[config.mk]
export PLATFORM = sky130hd
export DESIGN_NAME = tdm_rx_deser
export DESIGN_NICKNAME = d
export VERILOG_FILES = /design/src/rtl/tdm_rx_pkg.sv /design/src/rtl/tdm_frame_timer.sv /design/src/rtl/tdm_bit_locator.sv /design/src/rtl/tdm_byte_assembler.sv /design/src/rtl/tdm_rx_deser.sv
export SDC_FILE = /design/constraint.sdc
export NUM_CORES = 1
export LEC_CHECK = 0
export CAP_MARGIN = 25
export CORE_ASPECT_RATIO = 0.5
export CORE_UTILIZATION = 35
export DETAILED_ROUTE_END_ITERATION = 10
export SYNTH_ARGS = -nofsm -noshare
export SYNTH_HDL_FRONTEND = slang
export SYNTH_SLANG_ARGS = --single-unit
[constraint.sdc]
create_clock -name clk_i -period 6.45 [get_ports clk_i]
set_input_delay 0.645 -clock clk_i [delete_from_list [all_inputs] [get_ports clk_i]]
set_output_delay 0.645 -clock clk_i [all_outputs]
set_load 0.02 [all_outputs]
[src/rtl/tdm_rx_pkg.sv]
package tdm_rx_pkg;

    typedef enum logic [1:0] {
        RATE_2M  = 2'd0,
        RATE_4M  = 2'd1,
        RATE_8M  = 2'd2,
        RATE_16M = 2'd3
    } rate_e;

    typedef enum logic [1:0] {
        SMP_Q3 = 2'd0,
        SMP_Q1 = 2'd1,
        SMP_Q2 = 2'd2,
        SMP_Q4 = 2'd3
    } smp_e;

    // Quarter index 1..4 at which a bit is read; the top rate has only 2 and 4.
    function automatic logic [2:0] quarter_of(input rate_e rate, input smp_e smp);
        logic [2:0] q;
        case (smp)
            SMP_Q1:  q = 3'd1;
            SMP_Q2:  q = 3'd2;
            SMP_Q4:  q = 3'd4;
            default: q = 3'd3;
        endcase
        if (rate == RATE_16M) begin
            q = (q <= 3'd2) ? 3'd2 : 3'd4;
        end
        return q;
    endfunction

endpackage

[src/rtl/tdm_frame_timer.sv]
module tdm_frame_timer #(
    parameter int FRAME_W = 13
) (
    input  logic               clk_i,
    input  logic               rst_ni,
    input  logic               fp_i,
    output logic [FRAME_W-1:0] tick_o,
    output logic               start_o,
    output logic               synced_o
);
    typedef struct packed {
        logic [FRAME_W-1:0] tick;
        logic               fp_prev;
        logic               synced;
    } timer_t;

    timer_t st_d, st_q;

    always_comb begin
        st_d         = st_q;
        start_o      = fp_i & ~st_q.fp_prev;
        st_d.fp_prev = fp_i;
        st_d.tick    = start_o ? '0 : st_q.tick + 1'b1;
        st_d.synced  = st_q.synced | start_o;
    end

    assign tick_o   = st_d.tick;
    assign synced_o = st_d.synced;

    always_ff @(posedge clk_i) begin
        if (!rst_ni) st_q <= '0;
        else         st_q <= st_d;
    end


    frame_reload_chk: assert property (@(posedge clk_i) disable iff (!rst_ni)
        $rose(fp_i) |=> (st_q.tick == '0));


    sync_sticky_chk: assert property (@(posedge clk_i) disable iff (!rst_ni)
        st_q.synced |=> st_q.synced);
endmodule

[src/rtl/tdm_bit_locator.sv]
module tdm_bit_locator
    import tdm_rx_pkg::*;
#(
    parameter int FRAME_W = 13,
    parameter int DLY_W   = 3,
    parameter int BIT_W   = 3,
    parameter int CH_W    = 8,
    parameter int QTR_W   = 2
) (
    input  logic               clk_i,
    input  logic               rst_ni,
    input  logic [FRAME_W-1:0] tick_i,
    input  logic [1:0]         rate_i,
    input  logic [DLY_W-1:0]   dly_i,
    input  logic [1:0]         smp_i,
    output logic               strobe_o,
    output logic [BIT_W-1:0]   bit_pos_o,
    output logic [CH_W-1:0]    chan_o
);
    localparam int NUM_RATES = 4;
    localparam int SH_W      = $clog2(QTR_W + NUM_RATES);
    localparam int IDX_W     = BIT_W + CH_W;

    logic [SH_W-1:0]    shamt;
    logic [FRAME_W-1:0] dly_ticks, eff, mask, phase, point;
    logic [IDX_W-1:0]   bit_idx;
    logic [2:0]         qv;

    always_comb begin
        shamt     = SH_W'(QTR_W) + SH_W'(2'd3 - rate_i);
        dly_ticks = FRAME_W'(dly_i) << shamt;
        eff       = tick_i - dly_ticks;
        bit_idx   = IDX_W'(eff >> shamt);
        mask      = (FRAME_W'(1) << shamt) - FRAME_W'(1);
        phase     = eff & mask;
        qv        = quarter_of(rate_e'(rate_i), smp_e'(smp_i));
        point     = ((FRAME_W'(qv) << shamt) >> QTR_W) - FRAME_W'(1);
        strobe_o  = (phase == point);
        bit_pos_o = bit_idx[BIT_W-1:0];
        chan_o    = bit_idx[BIT_W +: CH_W];
    end


    sample_spacing_chk: assert property (@(posedge clk_i) disable iff (!rst_ni)
        strobe_o |=> !strobe_o);
endmodule

[src/rtl/tdm_byte_assembler.sv]
module tdm_byte_assembler #(
    parameter int BYTE_W = 8,
    parameter int BIT_W  = 3,
    parameter int CH_W   = 8
) (
    input  logic              clk_i,
    input  logic              rst_ni,
    input  logic              strobe_i,
    input  logic              din_i,
    input  logic [BIT_W-1:0]  bit_pos_i,
    input  logic [CH_W-1:0]   chan_i,
    input  logic              synced_i,
    output logic [BYTE_W-1:0] byte_o,
    output logic [CH_W-1:0]   chan_o,
    output logic              valid_o
);
    typedef struct packed {
        logic [BYTE_W-1:0] sh;
        logic [BYTE_W-1:0] data;
        logic [CH_W-1:0]   chan;
        logic              valid;
    } asm_t;

    asm_t st_d, st_q;

    always_comb begin
        st_d       = st_q;
        st_d.valid = 1'b0;
        if (strobe_i) begin
            st_d.sh = {st_q.sh[BYTE_W-2:0], din_i};
            if (bit_pos_i == BIT_W'(BYTE_W - 1) && synced_i) begin
                st_d.valid = 1'b1;
                st_d.data  = st_d.sh;
                st_d.chan  = chan_i;
            end
        end
    end

    always_ff @(posedge clk_i) begin
        if (!rst_ni) st_q <= '0;
        else         st_q <= st_d;
    end

    assign byte_o  = st_q.data;
    assign chan_o  = st_q.chan;
    assign valid_o = st_q.valid;


    single_strobe_chk: assert property (@(posedge clk_i) disable iff (!rst_ni)
        st_q.valid |=> !st_q.valid);
endmodule

[src/rtl/tdm_rx_deser.sv]
module tdm_rx_deser #(
    parameter int CH_W   = 8,
    parameter int BYTE_W = 8,
    parameter int DLY_W  = 3
) (
    input  logic              clk_i,
    input  logic              rst_ni,
    input  logic              fp_i,
    input  logic              din_i,
    input  logic [1:0]        rate_i,
    input  logic [DLY_W-1:0]  dly_i,
    input  logic [1:0]        smp_i,
    output logic [BYTE_W-1:0] byte_o,
    output logic [CH_W-1:0]   chan_o,
    output logic              valid_o
);
    localparam int BIT_W   = $clog2(BYTE_W);
    localparam int QTR_W   = 2;
    localparam int FRAME_W = CH_W + BIT_W + QTR_W;

    logic [FRAME_W-1:0] tick;
    logic               start, synced, strobe;
    logic [BIT_W-1:0]   bit_pos;
    logic [CH_W-1:0]    loc_chan;

    tdm_frame_timer #(.FRAME_W(FRAME_W)) u_timer (
        .clk_i   (clk_i),
        .rst_ni  (rst_ni),
        .fp_i    (fp_i),
        .tick_o  (tick),
        .start_o (start),
        .synced_o(synced)
    );

    tdm_bit_locator #(
        .FRAME_W(FRAME_W), .DLY_W(DLY_W), .BIT_W(BIT_W),
        .CH_W(CH_W), .QTR_W(QTR_W)
    ) u_locator (
        .clk_i    (clk_i),
        .rst_ni   (rst_ni),
        .tick_i   (tick),
        .rate_i   (rate_i),
        .dly_i    (dly_i),
        .smp_i    (smp_i),
        .strobe_o (strobe),
        .bit_pos_o(bit_pos),
        .chan_o   (loc_chan)
    );

    tdm_byte_assembler #(.BYTE_W(BYTE_W), .BIT_W(BIT_W), .CH_W(CH_W)) u_asm (
        .clk_i    (clk_i),
        .rst_ni   (rst_ni),
        .strobe_i (strobe),
        .din_i    (din_i),
        .bit_pos_i(bit_pos),
        .chan_i   (loc_chan),
        .synced_i (synced),
        .byte_o   (byte_o),
        .chan_o   (chan_o),
        .valid_o  (valid_o)
    );


    valid_after_sync_chk: assert property (@(posedge clk_i) disable iff (!rst_ni)
        valid_o |-> synced);


    chan_limit_chk: assert property (@(posedge clk_i) disable iff (!rst_ni)
        valid_o |-> ({1'b0, chan_o} < ((CH_W+1)'(1) << (CH_W - 3 + int'($past(rate_i))))));


    start_origin_chk: assert property (@(posedge clk_i) disable iff (!rst_ni)
        start |-> (tick == '0));
endmodule

==> report_table.html, run 1 <==
<table>
<tr><th>Metric</th><th>Value</th></tr>
<tr><th colspan="2">Outcome</th></tr>
<tr><td>Run status</td><td>finished clean</td></tr>
<tr><th colspan="2">CTS</th></tr>
<tr><td>Clock tree from TritonCTS</td><td>built</td></tr>
<tr><td>Hold buffer count at cts</td><td>0</td></tr>
<tr><td>Number of clock buffers inserted by TritonCTS</td><td>5</td></tr>
<tr><td>Skew-Pair Late Insertion Delay</td><td>280 ps</td></tr>
<tr><td>Count of H-tree levels built during CTS</td><td>2</td></tr>
<tr><td>Clock edge transition at the registers on the reported setup and hold paths</td><td>60 ps</td></tr>
<tr><td>Post-cts sizing count</td><td>0</td></tr>
<tr><td>Post CTS Setup Buffer Count</td><td>0</td></tr>
<tr><td>Clock Root Buffer</td><td>clkbuf_16</td></tr>
<tr><td>Max clock buf depth</td><td>2</td></tr>
<tr><td># clock sinks</td><td>39</td></tr>
<tr><th colspan="2">Placement</th></tr>
<tr><td>Placed instance count</td><td>524</td></tr>
<tr><td>Routability Congestion</td><td>0.856</td></tr>
<tr><td>HPWL Detailed</td><td>5.94 mm</td></tr>
<tr><td>Buffers added on ports</td><td>27</td></tr>
<tr><th colspan="2">Power</th></tr>
<tr><td>P per Cell Area</td><td>174 nW/um^2</td></tr>
<tr><td>Worst VDD drop</td><td>0.0822 mV</td></tr>
<tr><td>Leakage</td><td>0.00131 uW</td></tr>
<tr><th colspan="2">Die</th></tr>
<tr><td>Site Rows</td><td>24</td></tr>
<tr><td>Die Area</td><td>9640 um^2</td></tr>
<tr><td>Placeable Area</td><td>8830 um^2</td></tr>
<tr><td>Initial Util</td><td>36.6%</td></tr>
<tr><td>Die extent in y</td><td>69.9 um</td></tr>
<tr><td>Ports</td><td>28</td></tr>
<tr><td>Die extent in x</td><td>138 um</td></tr>
<tr><th colspan="2">Timing</th></tr>
<tr><td>Final clock period utilization by the worst path</td><td>82.3%</td></tr>
<tr><td>Transition time at the pin with the least slew margin</td><td>906 ps</td></tr>
<tr><td>Worst clock skew on the final layout</td><td>7.84 ps</td></tr>
<tr><td>Final Setup Violations</td><td>0</td></tr>
<tr><td>Headroom to the max-slew limit</td><td>39.0%</td></tr>
<tr><td>Final Hold Vio Count</td><td>0</td></tr>
<tr><td>Post-route setup TNS</td><td>0 ps</td></tr>
<tr><td>Final critical delay including setup and external delays</td><td>5310 ps</td></tr>
<tr><td>RSZ-0062 raised after global routing</td><td>no</td></tr>
<tr><td>Pins over their slew limit</td><td>0</td></tr>
<tr><td>Maximum operating frequency</td><td>0.188 GHz</td></tr>
<tr><th colspan="2">Cells and area</th></tr>
<tr><td>Register cell area after layout</td><td>781 um^2</td></tr>
<tr><td>Growth of design area from synthesis to finish</td><td>12.7%</td></tr>
<tr><td>Final nets</td><td>443</td></tr>
<tr><td>Proportion of layout cells with a drive suffix above 1</td><td>8.19%</td></tr>
<tr><td>Filler-free cell count of the finished design</td><td>532</td></tr>
<tr><td>Layout filler cell count</td><td>898</td></tr>
<tr><td>Number of inserted diodes</td><td>0</td></tr>
<tr><td>Multi-input logic area</td><td>2200 um^2</td></tr>
<tr><th colspan="2">Synth</th></tr>
<tr><td>Fraction of post-synthesis cell area in the top cell type by area</td><td>24.2%</td></tr>
<tr><td>Library cells used by synthesis</td><td>64</td></tr>
<tr><td>Most area-consuming cells after synthesis</td><td>dfxtp_1 (24%), mux2i_1 (6.8%), ha_1 (6.6%)</td></tr>
<tr><td>Cells after synthesis</td><td>403</td></tr>
<tr><td>Seq cells post-synth</td><td>39</td></tr>
<tr><td>Combined area of all synthesized cells</td><td>3230 um^2</td></tr>
<tr><td>Largest area contributor in the netlist</td><td>dfxtp_1</td></tr>
<tr><td>Top_reg_cell synth</td><td>dfxtp_1</td></tr>
<tr><td>Number of synthesis warnings</td><td>0</td></tr>
<tr><td>EDFF count, synth</td><td>0</td></tr>
<tr><td>Syn Area/Cell</td><td>8.01 um^2</td></tr>
<tr><td>Post-synth ARST share</td><td>0%</td></tr>
<tr><td>Share of synthesized area occupied by flip-flops and latches</td><td>24.2%</td></tr>
<tr><th colspan="2">Setup path</th></tr>
<tr><td>Worst-path cell chain</td><td>clkdlybuf4s50_1 -&gt; buf_4 -&gt; nor2_1 -&gt; a21oi_1 -&gt; ha_1 -&gt; a21o_1 -&gt; a21oi_1 -&gt; nand3_1 -&gt; a211oi_2 -&gt; a2111oi_0 -&gt; a311o_1 -&gt; nor4_4 -&gt; and4_1 -&gt; buf_4 -&gt; mux2i_1</td></tr>
<tr><td>Critical path data arrival time</td><td>5520 ps</td></tr>
<tr><td>Required arrival time at the worst endpoint</td><td>6660 ps</td></tr>
<tr><td>Critical path class</td><td>in -&gt; reg</td></tr>
<tr><td>Nature of the critical path startpoint</td><td>input pin</td></tr>
<tr><td>Largest driver fanout on the critical path</td><td>13</td></tr>
<tr><td>Worst Setup End Kind</td><td>register</td></tr>
<tr><td>Max incr delay on CP</td><td>660 ps</td></tr>
<tr><td>Worst path slowest cell</td><td>and4_1</td></tr>
<tr><th colspan="2">Detailed routing</th></tr>
<tr><td>Number of remaining DRC errors</td><td>0</td></tr>
<tr><td>Final WL</td><td>7.84 mm</td></tr>
<tr><td>Detailed router's first-iteration violation count</td><td>258</td></tr>
<tr><td>Routed len/inst</td><td>14.7 um</td></tr>
<tr><td>Antenna Violating Nets Remaining</td><td>0</td></tr>
<tr><td>Count of vias placed by the detailed router</td><td>2925</td></tr>
<tr><td>TritonRoute pass-1 iters</td><td>5</td></tr>
<tr><td>Vias per cell</td><td>5.50</td></tr>
<tr><th colspan="2">Job</th></tr>
<tr><td># Max-Cap Violations</td><td>0</td></tr>
<tr><th colspan="2">GRT</th></tr>
<tr><td>Grt total ovfl</td><td>0</td></tr>
<tr><td>Number of global-route vias before repair</td><td>2529</td></tr>
<tr><td>Overall Global Routing Usage</td><td>17.1%</td></tr>
<tr><td>Global-route wire length before repair</td><td>12.7 mm</td></tr>
<tr><td>Number of antenna violations at the first check in global routing</td><td>0</td></tr>
<tr><td>Maximum number of pins on one net before global-route repair</td><td>37</td></tr>
<tr><th colspan="2">Hold path</th></tr>
<tr><td>Worst hold path type</td><td>reg -&gt; reg</td></tr>
</table>
-- cell families after synthesis --
logic type               count (synthesis)  share of synthesized area (%)
multiplexers                            25                           7.87
AO/OA/AOI/OAI                           83                           19.3
adder cells (fa/ha/maj)                 18                           7.21
buffers and inverters                   49                           8.45
XOR/XNOR                                23                           6.24
other                                    2                          0.233
flip-flops                              39                           24.2
AND/OR/NAND/NOR                        164                           26.5
-- critical path: cells and delay by family --
family / cells / cell delay [ps]
AOI/OAI and AO/OA: 6 / 1590
adders and majority gates: 1 / 360
buffers and inverters: 3 / 1190
muxes: 1 / 180
and+or+nand+nor: 4 / 1540
-- metrics by stage --
stage	power, uW	setup WS, ps	cell area (um^2)	utilization [%]	hold WS, ps
global route	663	848	3640	41.2	475
detailed placement	391	900	3500	39.6	448
global placement	390	1010	3500	39.6	443
floorplan	353	2150	3250	-	427
CTS	633	1180	3640	41.2	457
finish	633	1140	3640	41.2	453
-- flip-flops by register name (all words and copies together), names as in the netlist --
signal and count:
u_asm.st_q 7, u_asm.byte_o 8, u_asm.chan_o 8, u_timer.st_q 15
u_asm.valid_o 1
-- routing by layer --
metal / vias to the layer above / share of wire [%] / track usage, %
met3: 9 / 6.1 / 4.50
met5: - / 0 / 0
met1: 1372 / 52 / 25.5
li1: 1475 / - / -
met4: 0 / 1.3 / 4.35
met2: 69 / 40 / 23.7
-- cell usage in the layout, fill, tap and decap left out, types with 3 or more instances in the layout --
cell type        netlist  final
o211ai_1               6      6
nor4_1                 3      3
nand2_1               46     46
nand2b_1               5      5
mux2_2                 3      3
xnor2_1               14     14
dfxtp_1               39     39
clkbuf_16              0      5
a31oi_1                3      3
nand4_1               10     10
nor2_1                32     32
a21o_1                 3      3
or4_1                  4      4
o21a_1                 5      5
ha_1                  17     17
inv_1                 10     10
conb_1                 2      8
o21ai_0                7      7
a2111oi_0              3      3
nor2b_1                3      3
clkinv_1               3      3
clkdlybuf4s50_1        0     27
a21oi_1               17     17
o31a_1                 3      3
buf_4                 16      7
nand3_1               18     18
or2_2                  3      3
mux2i_1               22     22
and2_1                 8      8
a22oi_1                3      3
xor2_1                 9      9
and4_1                 3      3
nor3_1                15     15
o31ai_1               11     11
and3_1                 4      4
or4_4                  3      3
-- Yosys cell counts (all sizes together) (7+ instances only) --
cell / n
a21oi: 19
and2: 8
buf: 25
clkbuf: 11
dfxtp: 39
ha: 17
inv: 10
mux2i: 22
nand2: 46
nand3: 18
nand4: 11
nor2: 32
nor3: 15
o21ai: 7
o31ai: 11
or4: 7
xnor2: 14
xor2: 9
-- area by class of cell --
class	instances	share of cell area, %
Clock buffer	6	3.54
Clock inverter	2	0.344
Inverter	13	1.34
Multi-Input combinational cell	321	60.4
Sequential cell	39	21.5
Tap cell	117	4.02
Timing Repair Buffer	34	8.87
-- report_power, final --
group / switching, uW / total [uW] / internal, uW
combinational: 88.1 / 144 / 55.7
sequential: 1.37 / 244 / 243
clock: 102 / 245 / 143
total: 191 / 633 / 442
-- path summary, 6_finish.rpt --
check | from | to | slack [ps] | depth (start not counted)
worst max-delay path | rate_i[1] | u_asm.chan_o[3] | 1140 | 15
worst min-delay path | u_asm.byte_o[3] | u_asm.byte_o[3] | 450 | 2
worst max register to register | u_timer.st_q[2] | u_asm.chan_o[3] | 1780 | 15
worst min register to register | u_asm.byte_o[3] | u_asm.byte_o[3] | 450 | 2
No activity file was read; power rests on OpenSTA's default activity.
==> inputs of run 2 (changes only) <==
==> constraint.sdc (replaced) <==
create_clock -name clk_i -period 5.04 [get_ports clk_i]
set_input_delay 0.504 -clock clk_i [delete_from_list [all_inputs] [get_ports clk_i]]
set_output_delay 0.504 -clock clk_i [all_outputs]
set_load 0.02 [all_outputs]
==> report_table.html, run 2 (synthesis results as in run 1) <==
<table>
<tr><th>Metric</th><th>Value</th></tr>
<tr><th colspan="2">Timing</th></tr>
<tr><td>Post-route setup TNS</td><td>0 ps (unchanged)</td></tr>
<tr><td>Pins over their slew limit</td><td>0 (unchanged)</td></tr>
<tr><td>Final Setup Violations</td><td>0 (unchanged)</td></tr>
<tr><td>Transition time at the pin with the least slew margin</td><td>632 ps (-275 ps)</td></tr>
<tr><td>Final clock period utilization by the worst path</td><td>88.1%</td></tr>
<tr><td>Final Hold Vio Count</td><td>0 (unchanged)</td></tr>
<tr><td>Maximum operating frequency</td><td>0.225 GHz</td></tr>
<tr><td>Final critical delay including setup and external delays</td><td>4440 ps</td></tr>
<tr><td>RSZ-0062 raised after global routing</td><td>no</td></tr>
<tr><td>Headroom to the max-slew limit</td><td>56.8% (+18 points)</td></tr>
<tr><td>Worst clock skew on the final layout</td><td>8.18 ps (+0.340 ps)</td></tr>
<tr><th colspan="2">GRT</th></tr>
<tr><td>Number of global-route vias before repair</td><td>2722 (+7.6%)</td></tr>
<tr><td>Global-route wire length before repair</td><td>13.6 mm (+7.4%)</td></tr>
<tr><td>Maximum number of pins on one net before global-route repair</td><td>37 (unchanged)</td></tr>
<tr><td>Number of antenna violations at the first check in global routing</td><td>0 (unchanged)</td></tr>
<tr><td>Overall Global Routing Usage</td><td>18.1% (+1.0 points)</td></tr>
<tr><td>Grt total ovfl</td><td>0 (unchanged)</td></tr>
<tr><th colspan="2">Setup path</th></tr>
<tr><td>Critical path class</td><td>in -&gt; reg</td></tr>
<tr><td>Critical path data arrival time</td><td>4610 ps (-910 ps)</td></tr>
<tr><td>Critical register-to-register path endpoint</td><td>u_asm.st_q[19]</td></tr>
<tr><td>Required arrival time at the worst endpoint</td><td>5210 ps (-1450 ps)</td></tr>
<tr><td>Reg-to-reg setup timing slack</td><td>900 ps (-880 ps)</td></tr>
<tr><td>Origin of the critical flop-to-flop path</td><td>u_timer.st_q[2]</td></tr>
<tr><td>Nature of the critical path startpoint</td><td>input pin</td></tr>
<tr><td>Depth of the most critical reg-to-reg path</td><td>14 (-1)</td></tr>
<tr><td>Largest driver fanout on the critical path</td><td>9 (-4)</td></tr>
<tr><td>Worst Setup End Kind</td><td>register</td></tr>
<tr><th colspan="2">Die</th></tr>
<tr><td>Placeable Area</td><td>8830 um^2 (unchanged)</td></tr>
<tr><td>Site Rows</td><td>24 (unchanged)</td></tr>
<tr><td>Initial Util</td><td>36.6% (unchanged)</td></tr>
<tr><td>Die extent in x</td><td>138 um (unchanged)</td></tr>
<tr><td>Die Area</td><td>9640 um^2 (unchanged)</td></tr>
<tr><td>Ports</td><td>28 (unchanged)</td></tr>
<tr><td>Die extent in y</td><td>69.9 um (unchanged)</td></tr>
<tr><th colspan="2">CTS</th></tr>
<tr><td>Number of clock buffers inserted by TritonCTS</td><td>5 (unchanged)</td></tr>
<tr><td>Hold buffer count at cts</td><td>0 (unchanged)</td></tr>
<tr><td># clock sinks</td><td>39 (unchanged)</td></tr>
<tr><td>Clock edge transition at the registers on the reported setup and hold paths</td><td>60 ps (about the same)</td></tr>
<tr><td>Clock Root Buffer</td><td>clkbuf_16</td></tr>
<tr><td>Post CTS Setup Buffer Count</td><td>0 (unchanged)</td></tr>
<tr><td>Max clock buf depth</td><td>2 (unchanged)</td></tr>
<tr><td>Skew-Pair Late Insertion Delay</td><td>290 ps (about the same)</td></tr>
<tr><td>Clock tree from TritonCTS</td><td>built</td></tr>
<tr><td>Post-cts sizing count</td><td>0 (unchanged)</td></tr>
<tr><td>Count of H-tree levels built during CTS</td><td>2 (unchanged)</td></tr>
<tr><th colspan="2">Placement</th></tr>
<tr><td>Buffers added on ports</td><td>27 (unchanged)</td></tr>
<tr><td>Placed instance count</td><td>532 (+1.5%)</td></tr>
<tr><td>Instance area after placement</td><td>3570 um^2 (+2.1%)</td></tr>
<tr><td>HPWL Detailed</td><td>6.15 mm (+3.5%)</td></tr>
<tr><td>Routability Congestion</td><td>0.835 (-2.5%)</td></tr>
<tr><th colspan="2">Detailed routing</th></tr>
<tr><td>Routed len/inst</td><td>14.8 um (+0.52%)</td></tr>
<tr><td>Final WL</td><td>8.00 mm (+2.0%)</td></tr>
<tr><td>TritonRoute pass-1 iters</td><td>4 (-1)</td></tr>
<tr><td>Count of vias placed by the detailed router</td><td>2941 (+0.55%)</td></tr>
<tr><td>Antenna Violating Nets Remaining</td><td>0 (unchanged)</td></tr>
<tr><td>Vias per cell</td><td>5.45 (-0.94%)</td></tr>
<tr><td>Detailed router's first-iteration violation count</td><td>238 (-7.8%)</td></tr>
<tr><td>Number of remaining DRC errors</td><td>0 (unchanged)</td></tr>
<tr><th colspan="2">Cells and area</th></tr>
<tr><td>Top register by number of flip-flops</td><td>u_timer.st_q</td></tr>
<tr><td>Most frequent standard cell in the layout excluding fill and tap cells</td><td>nand2_1</td></tr>
<tr><td>Final nets</td><td>451 (+1.8%)</td></tr>
<tr><td>Max FFs per register</td><td>15 (unchanged)</td></tr>
<tr><td>Highest-count cells in the layout ignoring fill and taps</td><td>nand2_1 (46), dfxtp_1 (39), nor2_1 (32), clkdlybuf4s50_1 (27), mux2i_1 (22)</td></tr>
<tr><td>Growth of design area from synthesis to finish</td><td>15.8%</td></tr>
<tr><td>Cell area after layout</td><td>3740 um^2 (+2.8%)</td></tr>
<tr><td>Filler-free cell count of the finished design</td><td>540 (+1.5%)</td></tr>
<tr><td>Number of inserted diodes</td><td>0 (unchanged)</td></tr>
<tr><td>Proportion of layout cells with a drive suffix above 1</td><td>10.2% (+2.0 points)</td></tr>
<tr><th colspan="2">Hold path</th></tr>
<tr><td>Hold worst-path end</td><td>u_asm.chan_o[7]</td></tr>
<tr><td>Worst hold path type</td><td>reg -&gt; reg</td></tr>
<tr><td>Number of cells on the worst hold path</td><td>2 (unchanged)</td></tr>
<tr><td>Hold wc startpoint</td><td>u_asm.chan_o[7]</td></tr>
<tr><th colspan="2">Outcome</th></tr>
<tr><td>Run status</td><td>finished clean</td></tr>
<tr><th colspan="2">Power</th></tr>
<tr><td>Worst VDD drop</td><td>0.179 mV (+120%)</td></tr>
<tr><td>Final total power</td><td>864 uW (+36%)</td></tr>
<tr><td>P per Cell Area</td><td>231 nW/um^2 (+33%)</td></tr>
<tr><td>Leakage</td><td>0.00137 uW (+4.5%)</td></tr>
<tr><th colspan="2">Job</th></tr>
<tr><td># Max-Cap Violations</td><td>0 (unchanged)</td></tr>
</table>
[run 2: cell count changes in the layout (fill, tap and decap cells not counted), sizes merged]
cell / change
buf: +8
bufinv: +1
clkinv: +1
clkbuf: -1
clkinvlp: -1
[run 2: layout make-up]
cell class / instances / area, um^2
fillers: 920 / 5090
multi-input cells: 321 / 2200
flip-flops and latches: 39 / 781
repair buffers: 42 / 395
well taps: 117 / 146
clock buffers: 5 / 125
inverters: 13 / 48.8
clock inverters: 3 / 43.8
[run 2: worst max-delay path, stage by stage]
cell and delay, ps:
clkdlybuf4s50_1 650, clkinv_1 290, nor2_1 160, a21oi_1 50, ha_1 350, a21o_1 200, a21oi_1 210, nand3_1 120
a211oi_2 440, a2111oi_0 190, a311o_1 390, or4_1 670, o31ai_1 260, a21oi_1 100
[run 2: through the flow]
step / hold WS [ps] / utilization [%] / setup WS [ps]
after floorplan: 427 / - / 877
after global placement: 443 / 40.4 / 368
after detailed placement: 448 / 40.4 / 376
after CTS: 457 / 42.3 / 635
after global routing: 478 / 42.3 / 308
final: 455 / 42.3 / 599
[run 2: power by group]
group          total [uW]  switching, uW  internal (uW)
clock network         363            130            233
registers             313           1.86            311
logic                 188            112           75.5
total                 864            244            620
[run 2: how the worst max path moves through the flow]
| stage | startpoint | to | slack (ps) |
|---|---|---|---|
| final | rate_i[1] | u_asm.st_q[19] | 600 |
| after global routing | rate_i[1] | u_asm.chan_o[3] | 310 |
| after CTS | rate_i[1] | u_asm.st_q[19] | 630 |
| after detailed placement | rate_i[1] | u_asm.st_q[19] | 380 |
| after global placement | rate_i[0] | u_asm.st_q[19] | 370 |
| after floorplan | rate_i[0] | u_asm.chan_o[2] | 880 |
[run 2: routing by layer]
| layer | vias to the layer above | wire, um | track usage, % |
|---|---|---|---|
| li1 | 1488 | - | - |
| met1 | 1401 | 4170 | 26.1 |
| met2 | 47 | 3480 | 27.6 |
| met3 | 5 | 303 | 3.99 |
| met4 | 0 | 48 | 3.38 |
| met5 | - | 0 | 0 |
